$ cat config.mk
export PLATFORM = sky130hd
export DESIGN_NAME = los_monitor
export DESIGN_NICKNAME = d
export VERILOG_FILES = /design/src/rtl/los_pkg.sv /design/src/rtl/los_run_detect.sv /design/src/rtl/los_recovery.sv /design/src/rtl/los_event.sv /design/src/rtl/los_monitor.sv
export SDC_FILE = /design/constraint.sdc
export NUM_CORES = 1
export LEC_CHECK = 0
export BUFFER_PORTS_ARGS = -buffer_cell sky130_fd_sc_hd__buf_2
export CAP_MARGIN = 20
export CORE_UTILIZATION = 45
export DETAILED_ROUTE_END_ITERATION = 12
export GPL_TIMING_DRIVEN = 0
export PLACE_DENSITY = 0.76
export SETUP_SLACK_MARGIN = 0.1
export SLEW_MARGIN = 40
export SYNTH_ARGS = -nofsm -noshare
export SYNTH_HDL_FRONTEND = slang
export SYNTH_HIERARCHICAL = 1
export SYNTH_SLANG_ARGS = --single-unit
$ cat constraint.sdc
create_clock -name clk -period 1.03 [get_ports clk]
set_clock_uncertainty 0.15 [all_clocks]
set_input_delay 0.206 -clock clk [delete_from_list [all_inputs] [get_ports clk]]
set_output_delay 0.206 -clock clk [all_outputs]
set_load 0.005 [all_outputs]
$ cat src/rtl/los_pkg.sv
package los_pkg;

  typedef enum logic [0:0] {
    LOS_CLEAR  = 1'b0,
    LOS_ACTIVE = 1'b1
  } los_st_e;

  typedef struct packed {
    logic is_zero;
    logic is_ones;
  } byte_class_t;

endpackage

$ cat src/rtl/los_run_detect.sv
module los_run_detect #(
  parameter int DATA_W = 8,
  parameter int THR_W  = 11
) (
  input  logic              clk,
  input  logic              rst_n,
  input  logic              byte_vld,
  input  logic [DATA_W-1:0] rx_byte,
  input  logic [THR_W-1:0]  run_thresh,
  output logic              run_hit
);
  import los_pkg::*;

  localparam logic [THR_W-1:0] THR_ONE = {{(THR_W-1){1'b0}}, 1'b1};
  localparam logic [THR_W-1:0] CNT_MAX = {THR_W{1'b1}};

  byte_class_t      cls;
  logic             uniform;
  logic             same_pol;
  logic [THR_W-1:0] cnt_q, cnt_d;
  logic             pol_q, pol_d;
  logic [THR_W-1:0] thr_eff;

  // classify the incoming byte
  always_comb begin
    cls.is_zero = ~|rx_byte;
    cls.is_ones = &rx_byte;
    uniform     = cls.is_zero | cls.is_ones;
    same_pol    = (cnt_q != '0) && (cls.is_ones == pol_q);
  end

  // next-state of the run length counter
  always_comb begin
    cnt_d = cnt_q;
    pol_d = pol_q;
    if (byte_vld) begin
      if (uniform) begin
        pol_d = cls.is_ones;
        if (same_pol) begin
          if (cnt_q != CNT_MAX) begin
            cnt_d = cnt_q + THR_ONE;
          end
        end else begin
          cnt_d = THR_ONE;
        end
      end else begin
        cnt_d = '0;
      end
    end
  end

  always_ff @(posedge clk or negedge rst_n) begin
    if (!rst_n) begin
      cnt_q <= '0;
      pol_q <= 1'b0;
    end else if (byte_vld) begin
      cnt_q <= cnt_d;
      pol_q <= pol_d;
    end
  end

  always_comb begin
    thr_eff = (run_thresh == '0) ? THR_ONE : run_thresh;
    run_hit = (cnt_q >= thr_eff);
  end

endmodule

$ cat src/rtl/los_recovery.sv
module los_recovery #(
  parameter int RECOVER_FRAMES = 2
) (
  input  logic clk,
  input  logic rst_n,
  input  logic ext_los,
  input  logic run_hit,
  input  logic frame_ok,
  input  logic frame_bad,
  output logic los_cur,
  output logic los_nxt
);
  import los_pkg::*;

  localparam int GW = (RECOVER_FRAMES < 2) ? 1 : $clog2(RECOVER_FRAMES + 1);
  localparam logic [GW-1:0] GOOD_LAST = GW'(RECOVER_FRAMES - 1);
  localparam logic [GW-1:0] GOOD_ONE  = GW'(1);

  los_st_e       st_q, st_d;
  logic [GW-1:0] good_q, good_d;
  logic          cause;

  always_comb begin
    cause  = ext_los | run_hit;
    st_d   = st_q;
    good_d = good_q;
    if (cause) begin
      st_d   = LOS_ACTIVE;
      good_d = '0;
    end else if (st_q == LOS_ACTIVE) begin
      if (frame_bad) begin
        good_d = '0;
      end else if (frame_ok) begin
        if (good_q == GOOD_LAST) begin
          st_d   = LOS_CLEAR;
          good_d = '0;
        end else begin
          good_d = good_q + GOOD_ONE;
        end
      end
    end else begin
      good_d = '0;
    end
  end

  always_ff @(posedge clk or negedge rst_n) begin
    if (!rst_n) begin
      st_q   <= LOS_CLEAR;
      good_q <= '0;
    end else begin
      st_q   <= st_d;
      good_q <= good_d;
    end
  end

  assign los_cur = (st_q == LOS_ACTIVE);
  assign los_nxt = (st_d == LOS_ACTIVE);

endmodule

$ cat src/rtl/los_event.sv
module los_event (
  input  logic clk,
  input  logic rst_n,
  input  logic los_cur,
  input  logic los_nxt,
  input  logic irq_mask,
  output logic los_delta,
  output logic los_irq
);

  logic chg;
  logic delta_q, irq_q;

  always_comb begin
    chg = los_cur ^ los_nxt;
  end

  always_ff @(posedge clk or negedge rst_n) begin
    if (!rst_n) begin
      delta_q <= 1'b0;
      irq_q   <= 1'b0;
    end else begin
      delta_q <= chg;
      irq_q   <= chg & ~irq_mask;
    end
  end

  assign los_delta = delta_q;
  assign los_irq   = irq_q;

endmodule

$ cat src/rtl/los_monitor.sv
module los_monitor #(
  parameter int DATA_W         = 8,
  parameter int THR_W          = 11,
  parameter int RECOVER_FRAMES = 2
) (
  input  logic              clk,
  input  logic              rst_n,
  input  logic              byte_vld,
  input  logic [DATA_W-1:0] rx_byte,
  input  logic [THR_W-1:0]  run_thresh,
  input  logic              ext_los,
  input  logic              frame_ok,
  input  logic              frame_bad,
  input  logic              irq_mask,
  output logic              los_state,
  output logic              los_delta,
  output logic              los_irq
);

  logic [1:0] rst_sync_q;
  logic       rst_int_n;
  logic       run_hit;
  logic       los_nxt;

  // asynchronous assert, synchronous release
  always_ff @(posedge clk or negedge rst_n) begin
    if (!rst_n) begin
      rst_sync_q <= 2'b00;
    end else begin
      rst_sync_q <= {rst_sync_q[0], 1'b1};
    end
  end
  assign rst_int_n = rst_sync_q[1];

  los_run_detect #(
    .DATA_W (DATA_W),
    .THR_W  (THR_W)
  ) u_run (
    .clk        (clk),
    .rst_n      (rst_int_n),
    .byte_vld   (byte_vld),
    .rx_byte    (rx_byte),
    .run_thresh (run_thresh),
    .run_hit    (run_hit)
  );

  los_recovery #(
    .RECOVER_FRAMES (RECOVER_FRAMES)
  ) u_rec (
    .clk       (clk),
    .rst_n     (rst_int_n),
    .ext_los   (ext_los),
    .run_hit   (run_hit),
    .frame_ok  (frame_ok),
    .frame_bad (frame_bad),
    .los_cur   (los_state),
    .los_nxt   (los_nxt)
  );

  los_event u_evt (
    .clk       (clk),
    .rst_n     (rst_int_n),
    .los_cur   (los_state),
    .los_nxt   (los_nxt),
    .irq_mask  (irq_mask),
    .los_delta (los_delta),
    .los_irq   (los_irq)
  );

endmodule

### Word level (Yosys, flattened, before mapping)

Cells that the tools add are included.

* bits in registers: 19
* ROM bits: 0
* word-level logic and storage cells: 42
* memory bits (writable): 0
* bits of input ports: 26
* memories kept: 0
* latch bits: 0
* output and inout port bits: 3

* multiply operators: 0
* shift-type cells: 0
* reductions and logical operators: 8
* add/sub/neg operators: 2
* equal/unequal tests: 5
* muxes and demuxes: 14
* bitwise operators: 5
* order comparisons: 1
* divide/modulo/power cells: 0

Operators by type and width (number)
* 11-bit 2-to-1 mux: 4
* 11-bit by 1-bit adder with 11-bit output, second input constant: 1
* 11-bit greater-or-equal comparator: 1
* 11-bit zero test: 1
* 11-bit inequality test, second input constant: 1
* 11-bit nonzero test: 1
* 2-bit 2-to-1 mux: 5
* 8-bit AND reduction: 1
* 8-bit OR reduction: 1
* 1-bit 2-to-1 mux: 5
* 4-bit inequality test, second input constant: 1
* 2-bit AND reduction: 2
* 3-bit inequality test, second input constant: 1
* 2-bit by 1-bit adder with 2-bit output, second input constant: 1
* 2-bit by 1-bit equality test with 1-bit output, second input constant: 1
* 1-bit OR: 2
* 1-bit AND: 1
* 1-bit equality test: 1
* 1-bit logical AND: 1
* 1-bit zero test: 1
* 1-bit NOT: 1
* 1-bit bitwise XOR: 1

### Longest topological paths before layout

Gate-level depths: netlist (run 1).

* word-level depth: 8
* mapped depth: 11
* gate-level depth less buffers: 11

### By module

The synthesis (run 1) kept the hierarchy.

By module, submodules not included
* los_run_detect: cells an instance 135, area an instance 1148.6 µm², times used 1
* los_recovery: cells an instance 10, area an instance 132.6 µm², times used 1
* los_event: cells an instance 4, area an instance 67.6 µm², times used 1
* los_monitor: cells an instance 3, area an instance 53.8 µm², times used 1

### Worst setup path before layout (run 1)

No wires, ideal clock.

* kind: input-to-reg
* start: in run_thresh[1]
* end: reg u_evt.irq_q, in the netlist u_evt/los_irq
* required time: 0.760 ns
* arrival: 2.255 ns
* path buffers: 0
* setup slack: -1.494 ns
* stages on the path: 11
* library setup time: 0.120 ns
* path through: nor4_1 -> a41o_1 -> ha_1 -> nand2b_1 -> a21o_1 -> a21oi_1 -> o21ai_0 -> a221o_1 -> a211o_1 -> xor2_1 -> and2b_2

* cells in the longest elaborated chain, start to end: 7

Ends and longest elaborated chain
* start, declared: RTL line los_monitor.sv:10 `input logic [THR_W-1:0] run_thresh,`
* 11-bit zero test: RTL line los_run_detect.sv:63 `thr_eff = (run_thresh == '0) ? THR_ONE : run_thresh;`
* 11-bit 2-to-1 mux *: RTL line los_run_detect.sv:63
* 11-bit greater-or-equal comparator *: RTL line los_run_detect.sv:64 `run_hit = (cnt_q >= thr_eff);`
* net run_hit: RTL line los_monitor.sv:22 `logic run_hit;`
* 1-bit OR *: RTL line los_recovery.sv:24 `cause = ext_los | run_hit;`
* 1-bit 2-to-1 mux *: RTL line los_recovery.sv:27 `if (cause) begin`
* net los_nxt: RTL line los_monitor.sv:23 `logic los_nxt;`
* 1-bit bitwise XOR *: RTL line los_event.sv:15 `chg = los_cur ^ los_nxt;`
* net u_evt.chg: RTL line los_event.sv:11 `logic chg;`
* 1-bit AND *: RTL line los_event.sv:24 `irq_q <= chg & ~irq_mask;`
* end signal, assigned: RTL line los_event.sv:24
* end, declared: RTL line los_event.sv:12 `logic delta_q, irq_q;`

The timed path passes the listed nets; every way through them passes the cells marked *.
A chain may end at the register's enable or synchronous reset.

### Worst setup path after layout (run 1)

* start: reg u_run.cnt_q[0]
* end: reg u_evt.irq_q, in the netlist u_evt/los_irq

* cells in the longest elaborated chain, start to end: 5

Ends and longest elaborated chain
* start, declared: RTL line los_run_detect.sv:20 `logic [THR_W-1:0] cnt_q, cnt_d;`
* start signal, assigned: RTL line los_run_detect.sv:57 `cnt_q <= cnt_d;`
* 11-bit greater-or-equal comparator: RTL line los_run_detect.sv:64
* net run_hit: RTL line los_monitor.sv:22
* 1-bit OR: RTL line los_recovery.sv:24
* 1-bit 2-to-1 mux: RTL line los_recovery.sv:27
* net los_nxt: RTL line los_monitor.sv:23
* 1-bit bitwise XOR: RTL line los_event.sv:15
* net u_evt.chg: RTL line los_event.sv:11
* 1-bit AND: RTL line los_event.sv:24

The timed path passes the listed nets, and every way through them passes these cells.

==> flow_summary.json, run 1 <==
{
  "status": "finished with violations",
  "violations": "DRC, hold timing, setup timing",
  "die_h_um": 57.83,
  "multi_input_area_mm2": 0.001044,
  "yosysWarnings": 6,
  "hold_buffers": 1,
  "cts_buffer_depth": 2,
  "timing.rr.end": "u_evt/los_irq",
  "cts_tree": "built",
  "slew_headroom_pct": 52.18,
  "ys_types": 48,
  "p_leak_nw": 0.9797,
  "start_kind": "register",
  "numCtsBuffers": 3,
  "worstHoldPathCells": 2,
  "path_cells": "inv_2, ha_1, nand2b_1, a21o_1, a21oi_2, o21ai_1, a221o_1, a211o_1, xor2_1, and2b_2",
  "numClockSinks": 19,
  "max_stage_delay_ps": 430,
  "grt_pass1_wl_mm": 6.423,
  "io_pins": 29,
  "hp-start": "ext_los",
  "synth_ff_type": "dfrtp_1",
  "arrival_ps": 2540,
  "antenna_found_initial": 0,
  "dp_hpwl_mm": 2.530,
  "root_buffer": "clkbuf_4",
  "r2r_cells": 10,
  "place_ws_ps": -1845,
  "core_region_area_mm2": 0.002853,
  "h-tree-depth": 1,
  "yosysTopAreaCellShare_pct": 33.90,
  "cp_max_fo": 2,
  "synth_edf_count": 0,
  "drt-initial-drc-count": 134,
  "crit_type": "register to register",
  "hp-class": "input pin to register",
  "cap_violations": 0,
  "grt_pass1_vias": 1440,
  "fin_crit_sh_pct": 240.1,
  "synth_area_leaders": "dfrtp_1, ha_1, nor4_1, inv_1, o21ai_0",
  "die-area_mm2": 0.003344,
  "numPlacedInstances": 210,
  "wl_per_cell_um": 18.72,
  "ir_drop_uv": 502.4,
  "synth-seq-area-share_pct": 33.90,
  "firstDrtPassIters": 8,
  "report.final.slew_viol_count": 0,
  "crit_family": "compound AO/OA/AOI/OAI gates",
  "worstReg2RegStart": "u_run/cnt_q[0]",
  "routabilityCongestion": 0.8518,
  "fin_cells": 237,
  "fill_cells": 188,
  "crit_required_ps": 1100,
  "grt_util_all_layers_pct": 25.07,
  "post_dp_cell_area_mm2": 0.001665,
  "synth_common_cells": "dfrtp_1, inv_1, ha_1",
  "whs_ps": -44.78,
  "num_antenna_cells": 0,
  "synthArstFlopShare_pct": 100.0,
  "start_util_pct": 49.17,
  "synth_seq_cells": 19,
  "synthToLayoutAreaGrowth_pct": 52.27,
  "grt_overflow": 0,
  "die_w_um": 57.83,
  "clock_latency_ps": 310,
  "viasPerCell": 6.409,
  "portBuffers": 27,
  "slowest_stage": "dfrtp_1",
  "drive_gt1_share_pct": 46.60,
  "rsz0062_at_grt": "yes",
  "syn_inst": 152,
  "finalInstanceArea_mm2": 0.002136,
  "nets": 246,
  "layout_setup_ws_ps": -1443,
  "setup_viol_count_final": 20,
  "yosys.area.top_type": "dfrtp_1",
  "syn_area_per_cell_um2": 9.228,
  "ff2ff_setup_slack_ps": -1440,
  "grt_max_degree": 18,
  "drc": 2,
  "drtAntennaViolNets": 0,
  "dr_total_vias": 1519,
  "endpoint_kind": "register",
  "seqCellArea_um2": 480.5,
  "fmax_mhz": 404.3,
  "powerDensity_mw_per_mm2": 676.2,
  "drt_wl_total_mm": 4.436,
  "rows": 19,
  "worst-path-buf-inv": 1,
  "hold_end": "u_rec/good_q[1]",
  "worst_pin_slew_ps": 717.3,
  "post-route-util_pct": 74.87,
  "period_minus_slack_ps": 2473,
  "syn_area_mm2": 0.001403,
  "hold_violations": 2,
  "clkTransAtPathRegs_ps": 120,
  "yosysMostFrequentCell": "dfrtp_1",
  "syn_nets": 191
}
routing by layer:
metal / up-vias / global-route usage (%) / wire [µm]
li1: 680 / - / -
met1: 719 / 30.43 / 1629
met2: 98 / 45.48 / 2300
met3: 22 / 2.455 / 332
met4: 0 / 9.864 / 174
met5: - / 0 / 0
stage by stage:
stage               hold WS, ps  power [mW]  setup TNS (ps)
global placement         -159.5      0.9526          -16250
floorplan                -239.6      0.8704          -12960
CTS                      -45.52       1.420          -16020
global route             -63.55       1.506          -18450
detailed placement       -157.4      0.9653          -16870
finish                   -44.78       1.444          -17290
cell type report:
type	count	area share, %
plain buffers	6	2.050
clock inverters	1	0.3515
well taps	31	1.816
repair buffers	50	20.21
clock buffers	3	1.054
inverters	18	3.163
multi-input cells	109	48.86
flip-flops and latches	19	22.50
worst reg2reg max path: stages, from the launching register on:
cell      delay (ps)
dfrtp_1          430
inv_2            100
ha_1             220
nand2b_1         140
a21o_1           160
a21oi_2          130
o21ai_1           90
a221o_1          330
a211o_1          270
xor2_1           170
and2b_2          200
worst max path at each step:
stage | startpoint | to | slack, ps | cells past startpoint
after floorplan | run_thresh[1] | u_evt/los_irq | -1480 | 11
after global placement | run_thresh[7] | u_evt/los_irq | -1780 | 12
after detailed placement | run_thresh[7] | u_evt/los_irq | -1850 | 12
after CTS | u_run/cnt_q[0] | u_evt/los_irq | -1450 | 10
after global routing | u_run/cnt_q[3] | u_evt/los_irq | -1550 | 9
final | u_run/cnt_q[0] | u_evt/los_irq | -1440 | 10
power breakdown:
group | internal (mW) | switching, mW | total, mW | leakage [nW]
Combinational | 0.133 | 0.118 | 0.251 | 0.718
Sequential | 0.759 | 0.0211 | 0.780 | 0.248
Clock | 0.148 | 0.265 | 0.414 | 0.0139
Total | 1.04 | 0.404 | 1.44 | 0.980
kinds of logic after synthesis:
group           share of synthesized area (%)
buf+inv                                 7.671
xor+xnor                                1.249
mux                                    0.7137
other cells                            0.2674
flops                                   33.90
compound gates                          19.45
simple gates                            25.16
fa+ha+maj                               11.60
what timing repair did:
item | 4_1_cts | 5_1_grt
endpoints found under the setup margin | 21 | 37
pin swaps | 18 | 11
endpoints found under the hold margin | 4 | 2
cloned | 1 | 0
resized for setup | 31 | 20
setup buffers | 13 | 11
state kept, by name, summed over array words and instances (netlist names):
signal / cells
u_evt/los_delta: 1
rst_sync_q: 2
u_evt/los_irq: 1
u_rec/good_q: 2
u_run/cnt_q: 11
u_rec/los_cur: 1
u_run/pol_q: 1
cells in the final DEF, fill, tap and decap left out, types with 2 or more instances in the layout:
cell / synthesis / final
o21ai_0: 10 / 2
ha_1: 13 / 9
dfrtp_2: 0 / 4
buf_8: 0 / 4
a21o_1: 3 / 3
nor2_1: 3 / 2
inv_2: 0 / 2
nand4_1: 5 / 5
buf_4: 1 / 18
nand3_2: 0 / 2
clkbuf_4: 1 / 4
nand2b_1: 2 / 2
inv_1: 18 / 16
buf_6: 1 / 13
nor4_4: 0 / 5
o21ai_1: 2 / 10
nor3_1: 4 / 4
o211ai_1: 5 / 5
nor4_1: 11 / 5
a21oi_2: 1 / 3
ha_4: 0 / 4
buf_2: 1 / 16
nor4b_4: 0 / 2
nand3_1: 5 / 3
nand2_1: 8 / 8
nand4b_1: 2 / 2
dfrtp_1: 19 / 15
a21oi_1: 7 / 4
a41oi_1: 2 / 2
Power figures use the tool's default switching activity.
==> inputs of run 2 (changes only) <==
--- a/config.mk
+++ b/config.mk
@@ -7,13 +7,14 @@
 export LEC_CHECK = 0
 export BUFFER_PORTS_ARGS = -buffer_cell sky130_fd_sc_hd__buf_2
 export CAP_MARGIN = 20
-export CORE_UTILIZATION = 45
+export CELL_PAD_IN_SITES_DETAIL_PLACEMENT = 1
+export CELL_PAD_IN_SITES_GLOBAL_PLACEMENT = 1
+export CORE_UTILIZATION = 40
 export DETAILED_ROUTE_END_ITERATION = 12
 export GPL_TIMING_DRIVEN = 0
-export PLACE_DENSITY = 0.76
+export PLACE_DENSITY = 0.87
 export SETUP_SLACK_MARGIN = 0.1
 export SLEW_MARGIN = 40
 export SYNTH_ARGS = -nofsm -noshare
 export SYNTH_HDL_FRONTEND = slang
-export SYNTH_HIERARCHICAL = 1
 export SYNTH_SLANG_ARGS = --single-unit
==> run 2 against run 1 <==
Compared with the run above:
- the flow now stops in global routing
- synthesized cell count fell by 2.6%
- area after synthesis fell by 7.0%
==> flow_summary.json, run 2 <==
{
  "status": "did not finish",
  "haltStage": "global routing",
  "stop_error": "[ERROR DPL-0033] detailed placement checks failed during check placement.",
  "synth_area_leaders": "dfrtp_1, ha_1, inv_1, nand3_1, nor4_1",
  "synth_edf_count": 0,
  "die_h_um": 59.12,
  "crit_endpoint": "u_evt.los_irq$_DFF_PN0_/D",
  "start_util_pct": 42.40,
  "yosys.area.top_type": "dfrtp_1",
  "rows": 20,
  "numCtsBuffers": 3,
  "yosysTopAreaCellShare_pct": 36.43,
  "synth_ff_type": "dfrtp_1",
  "syn_area_per_cell_um2": 8.818,
  "syn_nets": 187,
  "synth_common_cells": "dfrtp_1, inv_1, ha_1",
  "yosysWarnings": 0,
  "numClockSinks": 19,
  "synth_seq_cells": 19,
  "antenna_found_initial": 1,
  "worstEpCategory": "sequential cell input",
  "numPlacedInstances": 220,
  "grt_max_degree": 18,
  "root_buffer": "clkbuf_4",
  "ys_types": 39,
  "die_w_um": 59.12,
  "routabilityCongestion": 0.8583,
  "dp_hpwl_mm": 2.721,
  "io_pins": 29,
  "yosysMostFrequentCell": "dfrtp_1",
  "synth-seq-area-share_pct": 36.43,
  "h-tree-depth": 1,
  "portBuffers": 28,
  "synthArstFlopShare_pct": 100.0,
  "cts_buffer_depth": 2,
  "syn_area_mm2": 0.001305,
  "syn_inst": 148
}
[run 2: kinds of logic after synthesis]
kind of cell	share of synthesized area [%]
fa+ha+maj	12.46
buf+inv	5.848
simple gates	27.90
xor+xnor	0.6713
mux	2.301
compound gates	14.09
flops	36.43
other cells	0.2874
[run 2: timing repair]
action / CTS
gates cloned: 1
pin swaps: 26
endpoints found under the setup margin: 37
resized for setup: 50
endpoints found under the hold margin: 5
buffers inserted: 26
hold buffers: 2
[run 2: per-stage QoR]
step	hold WS [ps]	instance area, µm²	setup slack (ps)	util (%)	setup TNS (ps)
2_1_floorplan	-239.6	1419	-801.4	-	-10230
3_5_place_dp	-155.3	1614	-1230	52.44	-15070
4_1_cts	-76.31	2087	-925.5	67.80	-13380
3_3_place_gp	-158.8	1614	-1174	52.44	-14220
==> inputs of run 3 (changes only) <==
--- a/config.mk
+++ b/config.mk
@@ -7,13 +7,10 @@
 export LEC_CHECK = 0
 export BUFFER_PORTS_ARGS = -buffer_cell sky130_fd_sc_hd__buf_2
 export CAP_MARGIN = 20
-export CELL_PAD_IN_SITES_DETAIL_PLACEMENT = 1
-export CELL_PAD_IN_SITES_GLOBAL_PLACEMENT = 1
-export CORE_UTILIZATION = 40
+export CORE_UTILIZATION = 30
 export DETAILED_ROUTE_END_ITERATION = 12
 export GPL_TIMING_DRIVEN = 0
-export PLACE_DENSITY = 0.87
-export SETUP_SLACK_MARGIN = 0.1
+export PLACE_DENSITY_LB_ADDON = 0.15
 export SLEW_MARGIN = 40
 export SYNTH_ARGS = -nofsm -noshare
 export SYNTH_HDL_FRONTEND = slang
==> run 3 against run 2 <==
Compared with the run above:
- the flow now finishes, with violations (setup timing)
- area after synthesis did not move
- synthesized cell count did not move
==> flow_summary.json, run 3 <==
{
  "status": "finished with violations",
  "violations": "setup timing",
  "startpoint": "u_run.cnt_q[1]",
  "cts_buffer_depth": 2,
  "io_pins": 29,
  "firstDrtPassIters": 4,
  "synth-seq-area-share_pct": 36.43,
  "rsz0062_at_grt": "yes",
  "fill_cells": 367,
  "die_h_um": 67.96,
  "core_region_area_mm2": 0.004086,
  "wl_per_cell_um": 13.44,
  "ir_drop_uv": 509.3,
  "drt_wl_total_mm": 3.427,
  "synth_ff_type": "dfrtp_1",
  "powerDensity_mw_per_mm2": 763.5,
  "endpoint_kind": "register",
  "synth_common_cells": "dfrtp_1, inv_1, ha_1",
  "numClockSinks": 19,
  "routabilityCongestion": 0.8493,
  "top_register": "u_run.cnt_q",
  "ff2ff_setup_slack_ps": -900,
  "synth_area_leaders": "dfrtp_1, ha_1, inv_1, nand3_1, nor4_1",
  "final.setup.tns_ps": -13820,
  "start_kind": "register",
  "h-tree-depth": 1,
  "numCtsBuffers": 3,
  "max_stage_delay_ps": 470,
  "seqCellArea_um2": 484.2,
  "path_cells": "ha_4, nand2_2, o21ai_2, a21oi_2, o211ai_1, mux2i_1, nor2b_1",
  "cp_max_fo": 4,
  "grt_util_all_layers_pct": 15.73,
  "worstReg2RegStart": "u_run.cnt_q[1]",
  "fin_crit_sh_pct": 187.8,
  "hold_violations": 0,
  "crit_family": "compound AO/OA/AOI/OAI gates",
  "crit_type": "register to register",
  "power.total_mw": 1.614,
  "synth_seq_cells": 19,
  "post_dp_cell_area_mm2": 0.001622,
  "drive_gt1_share_pct": 50.73,
  "yosysWarnings": 0,
  "layout_common_cells": "buf_2, buf_4, inv_1",
  "syn_nets": 187,
  "worst_pin_slew_ps": 719.8,
  "setup_viol_count_final": 20,
  "clkTransAtPathRegs_ps": 80,
  "top_regs": "u_run.cnt_q (11), rst_sync_q (2), u_rec.good_q (2)",
  "hp-class": "input pin to register",
  "syn_inst": 148,
  "slew_headroom_pct": 52.01,
  "final_common_cell": "buf_2",
  "die_w_um": 67.96,
  "yosysTopAreaCellShare_pct": 36.43,
  "antenna_found_initial": 0,
  "critical_path_depth": 7,
  "portBuffers": 28,
  "syn_area_per_cell_um2": 8.818,
  "slowest_stage": "dfrtp_2",
  "drt-initial-drc-count": 38,
  "num_antenna_cells": 0,
  "grt_pass1_vias": 1269,
  "p_leak_nw": 0.9091,
  "grt_max_degree": 18,
  "crit_required_ps": 1080,
  "start_util_pct": 31.94,
  "die-area_mm2": 0.004618,
  "dr_total_vias": 1335,
  "rows": 23,
  "place_ws_ps": -1237,
  "whs_ps": 30.86,
  "nets": 245,
  "grt_overflow": 0,
  "multi_input_area_mm2": 0.001036,
  "ys_types": 39,
  "yosys.area.top_type": "dfrtp_1",
  "drc": 0,
  "cap_violations": 0,
  "synthToLayoutAreaGrowth_pct": 61.94,
  "synthArstFlopShare_pct": 100.0,
  "fmax_mhz": 517.1,
  "period_minus_slack_ps": 1934,
  "layout_setup_ws_ps": -904.0,
  "worst-path-buf-inv": 0,
  "synth_edf_count": 0,
  "viasPerCell": 5.235,
  "timing.rr.end": "u_evt.los_irq",
  "clock_latency_ps": 260,
  "largest_reg_flops": 11,
  "yosysMostFrequentCell": "dfrtp_1",
  "root_buffer": "clkbuf_8",
  "cts_tree": "built",
  "finalInstanceArea_mm2": 0.002113,
  "crit_path_end": "u_evt.los_irq",
  "syn_area_mm2": 0.001305,
  "report.final.slew_viol_count": 0,
  "r2r_cells": 7,
  "drtAntennaViolNets": 0,
  "arrival_ps": 1980,
  "dp_hpwl_mm": 2.342,
  "grt_pass1_wl_mm": 5.437
}
## run 3: cell counts after synthesis
No cell type changed its count.
## run 3: routing by layer
layer  GRT usage [%]  vias to the layer above  wire length [µm]
met5               0                        -                 0
met3           1.500                        6               137
met2           28.06                       37              1707
met1           18.96                      635              1533
li1                -                      657                 -
met4           6.771                        0                49
## run 3: kinds of logic after synthesis
group           share of synthesized area (%)
simple gates                            27.90
compound gates                          14.09
flops                                   36.43
buf+inv                                 5.848
fa+ha+maj                               12.46
mux                                     2.301
other cells                            0.2874
xor+xnor                               0.6713
## run 3: timing repair
action,4_1_cts,5_1_grt
buffers inserted,10,12
pin swaps,15,11
setup endpoints to repair,20,37
resized for setup,30,28
hold buffers,2,0
cloned,1,0
hold endpoints to repair,5,0
## run 3: how the worst min path moves through the flow
stage,start,end,slack (ps),depth (start not counted)
2_1_floorplan,rst_n,rst_sync_q[0],-240,0
4_1_cts,frame_bad,u_rec.good_q[1],-20,2
5_1_grt,frame_bad,u_rec.good_q[1],10,2
6_report,frame_bad,u_rec.good_q[1],30,2
3_5_place_dp,rst_n,rst_sync_q[1],-160,1
3_3_place_gp,rst_n,rst_sync_q[1],-160,1
## run 3: through the flow
step	utilization (%)	std cells
CTS	46.33	243
finish	51.71	255
detailed placement	39.68	226
global placement	39.68	226
floorplan	-	148
global route	51.71	255
## run 3: where the power goes
group          switching, mW  total (mW)  internal [mW]
combinational          0.139       0.283          0.144
clock                  0.278       0.551          0.273
sequential            0.0203       0.780          0.759
total                  0.437        1.61           1.18
## run 3: layout make-up
class	count	share of cell area, %
flip-flops and latches	19	22.91
inverters	15	2.664
repair buffers	53	18.89
clock inverters	1	0.3552
plain buffers	3	1.243
clock buffers	3	1.954
well taps	50	2.960
multi-input cells	111	49.02
==> inputs of run 4 (changes only) <==
--- a/config.mk
+++ b/config.mk
@@ -6,7 +6,7 @@
 export NUM_CORES = 1
 export LEC_CHECK = 0
 export BUFFER_PORTS_ARGS = -buffer_cell sky130_fd_sc_hd__buf_2
-export CAP_MARGIN = 20
+export CORE_MARGIN = 2
 export CORE_UTILIZATION = 30
 export DETAILED_ROUTE_END_ITERATION = 12
 export GPL_TIMING_DRIVEN = 0
==> run 4 against run 3 <==
Compared with the run above:
- sequential share of layout area down 1.6 points
- via count up 4.0%
- the run ends with hold timing, setup timing left
- hold slack worse by 43 ps
- worst setup slack worse by 66 ps
- die area up 6.0%
- final cell count up 3.9%
- design area up 7.6%
- critical endpoint unchanged
- total power up 1.6%
- sequential power about the same
==> flow_summary.json, run 4 (synthesized netlist as in run 3, its figures left out) <==
{
  "powerDensity_mw_per_mm2": 721.0,
  "hold_buffers": 2,
  "cp_max_fo": 7,
  "r2r_cells": 7,
  "layout_setup_ws_ps": -970.2,
  "p_leak_nw": 1.005,
  "die_h_um": 69.96,
  "grtUsageMet2_pct": 26.98,
  "antenna_found_initial": 0,
  "final.setup.tns_ps": -13360,
  "use_met3_pct": 2.020,
  "slowest_stage": "dfrtp_2",
  "final_common_cell": "buf_4",
  "num_antenna_cells": 0,
  "max_stage_delay_ps": 490,
  "root_buffer": "clkbuf_8",
  "startpoint": "u_run.cnt_q[3]",
  "hold_violations": 2,
  "layout_common_cells": "buf_4, buf_2, inv_1, buf_6, dfrtp_1",
  "report.final.slew_viol_count": 0,
  "nets": 255,
  "crit_required_ps": 1080,
  "fmax_mhz": 500.0,
  "die_w_um": 69.96,
  "viasPerCell": 5.238,
  "worstHoldPathCells": 2,
  "drt-initial-drc-count": 34,
  "arrival_ps": 2050,
  "path_cells": "ha_1, nand2_1, nor2_2, a21oi_2, o211ai_1, mux2i_1, nor2b_1",
  "cts_buffer_depth": 2,
  "period_minus_slack_ps": 2000,
  "endpoint_kind": "register",
  "start_kind": "register",
  "numClockSinks": 19,
  "dp_hpwl_mm": 2.388,
  "busiest_layer": "met2",
  "timing.rr.end": "u_evt.los_irq",
  "power.total_mw": 1.640,
  "synthToLayoutAreaGrowth_pct": 74.30,
  "grt_max_degree": 18,
  "io_pins": 29,
  "grt_pass1_vias": 1459,
  "use_met1_pct": 21.24,
  "drt_wl_total_mm": 3.842,
  "top_regs": "u_run.cnt_q (11), rst_sync_q (2), u_rec.good_q (2)",
  "status": "finished with violations",
  "core_region_area_mm2": 0.004086,
  "ff2ff_setup_slack_ps": -970,
  "wl_per_cell_um": 14.50,
  "start_util_pct": 31.94,
  "drtAntennaViolNets": 0,
  "crit_family": "flip-flops",
  "rows": 23,
  "firstDrtPassIters": 5,
  "grt_overflow": 0,
  "crit_path_end": "u_evt.los_irq",
  "post-route-util_pct": 55.66,
  "worst-path-buf-inv": 0,
  "portBuffers": 28,
  "ir_drop_uv": 478.2,
  "die-area_mm2": 0.004894,
  "drc": 0,
  "top_register": "u_run.cnt_q",
  "worstReg2RegStart": "u_run.cnt_q[3]",
  "cts_tree": "built",
  "fin_crit_sh_pct": 194.2,
  "h-tree-depth": 1,
  "violations": "hold timing, setup timing",
  "clkTransAtPathRegs_ps": 80,
  "setup_viol_count_final": 20,
  "clock_latency_ps": 270,
  "whs_ps": -11.74,
  "numCtsBuffers": 3,
  "grt_pass1_wl_mm": 6.534,
  "grt_util_all_layers_pct": 16.39,
  "hp-class": "input pin to register",
  "routabilityCongestion": 0.8258,
  "largest_reg_flops": 11,
  "rsz0062_at_grt": "yes",
  "dr_total_vias": 1388,
  "cap_violations": 0,
  "drive_gt1_share_pct": 58.14,
  "crit_type": "register to register",
  "critical_path_depth": 7
}
## run 4: stage by stage
stage / setup slack (ps) / std cells / area, µm²
2_1_floorplan: -801.4 / 148 / 1419
3_3_place_gp: -1189 / 226 / 1622
3_5_place_dp: -1207 / 226 / 1622
4_1_cts: -900.4 / 261 / 2171
5_1_grt: -1053 / 265 / 2275
6_report: -970.2 / 265 / 2275
## run 4: worst register-to-register path, cell delays in order (launching register included)
cell and delay (ps):
dfrtp_2 490, ha_1 300, nand2_1 70, nor2_2 130, a21oi_2 70, o211ai_1 290, mux2i_1 290, nor2b_1 160
## run 4: how the worst min path moves through the flow
| stage | slack [ps] | from | end |
|---|---|---|---|
| after floorplan | -240 | rst_n | rst_sync_q[0] |
| after global placement | -160 | rst_n | rst_sync_q[1] |
| after detailed placement | -160 | rst_n | rst_sync_q[1] |
| after CTS | -20 | frame_bad | u_rec.good_q[1] |
| after global routing | -30 | frame_bad | u_rec.good_q[1] |
| final | -10 | frame_bad | u_rec.good_q[1] |
## run 4: final cells by class
cell class | count | area (µm²)
multi-input cells | 111 | 1084
flip-flops and latches | 19 | 485.5
inverters | 15 | 56.30
repair buffers | 63 | 511.7
clock buffers | 3 | 41.29
well taps | 50 | 62.56
fillers | 367 | 1812
plain buffers | 3 | 26.28
clock inverters | 1 | 7.507
## run 4: power by group
group / total, mW / internal, mW / switching, mW
registers: 0.781 / 0.760 / 0.0216
clock network: 0.565 / 0.274 / 0.291
logic: 0.294 / 0.152 / 0.142
total: 1.64 / 1.19 / 0.455
## run 4: what timing repair did
item / in CTS / in global routing
endpoints found under the hold margin: 5 / 2
gates resized for setup: 59 / 18
pin swaps: 31 / 14
buffers inserted: 28 / 4
endpoints found under the setup margin: 21 / 37
cloned: 1 / 0
## run 4: routing by layer
metal  share of wire [%]  up-vias
met5                   0        -
met4                 1.4        0
met3                 3.0        4
met2                  52       34
met1                  44      672
li1                    -      678
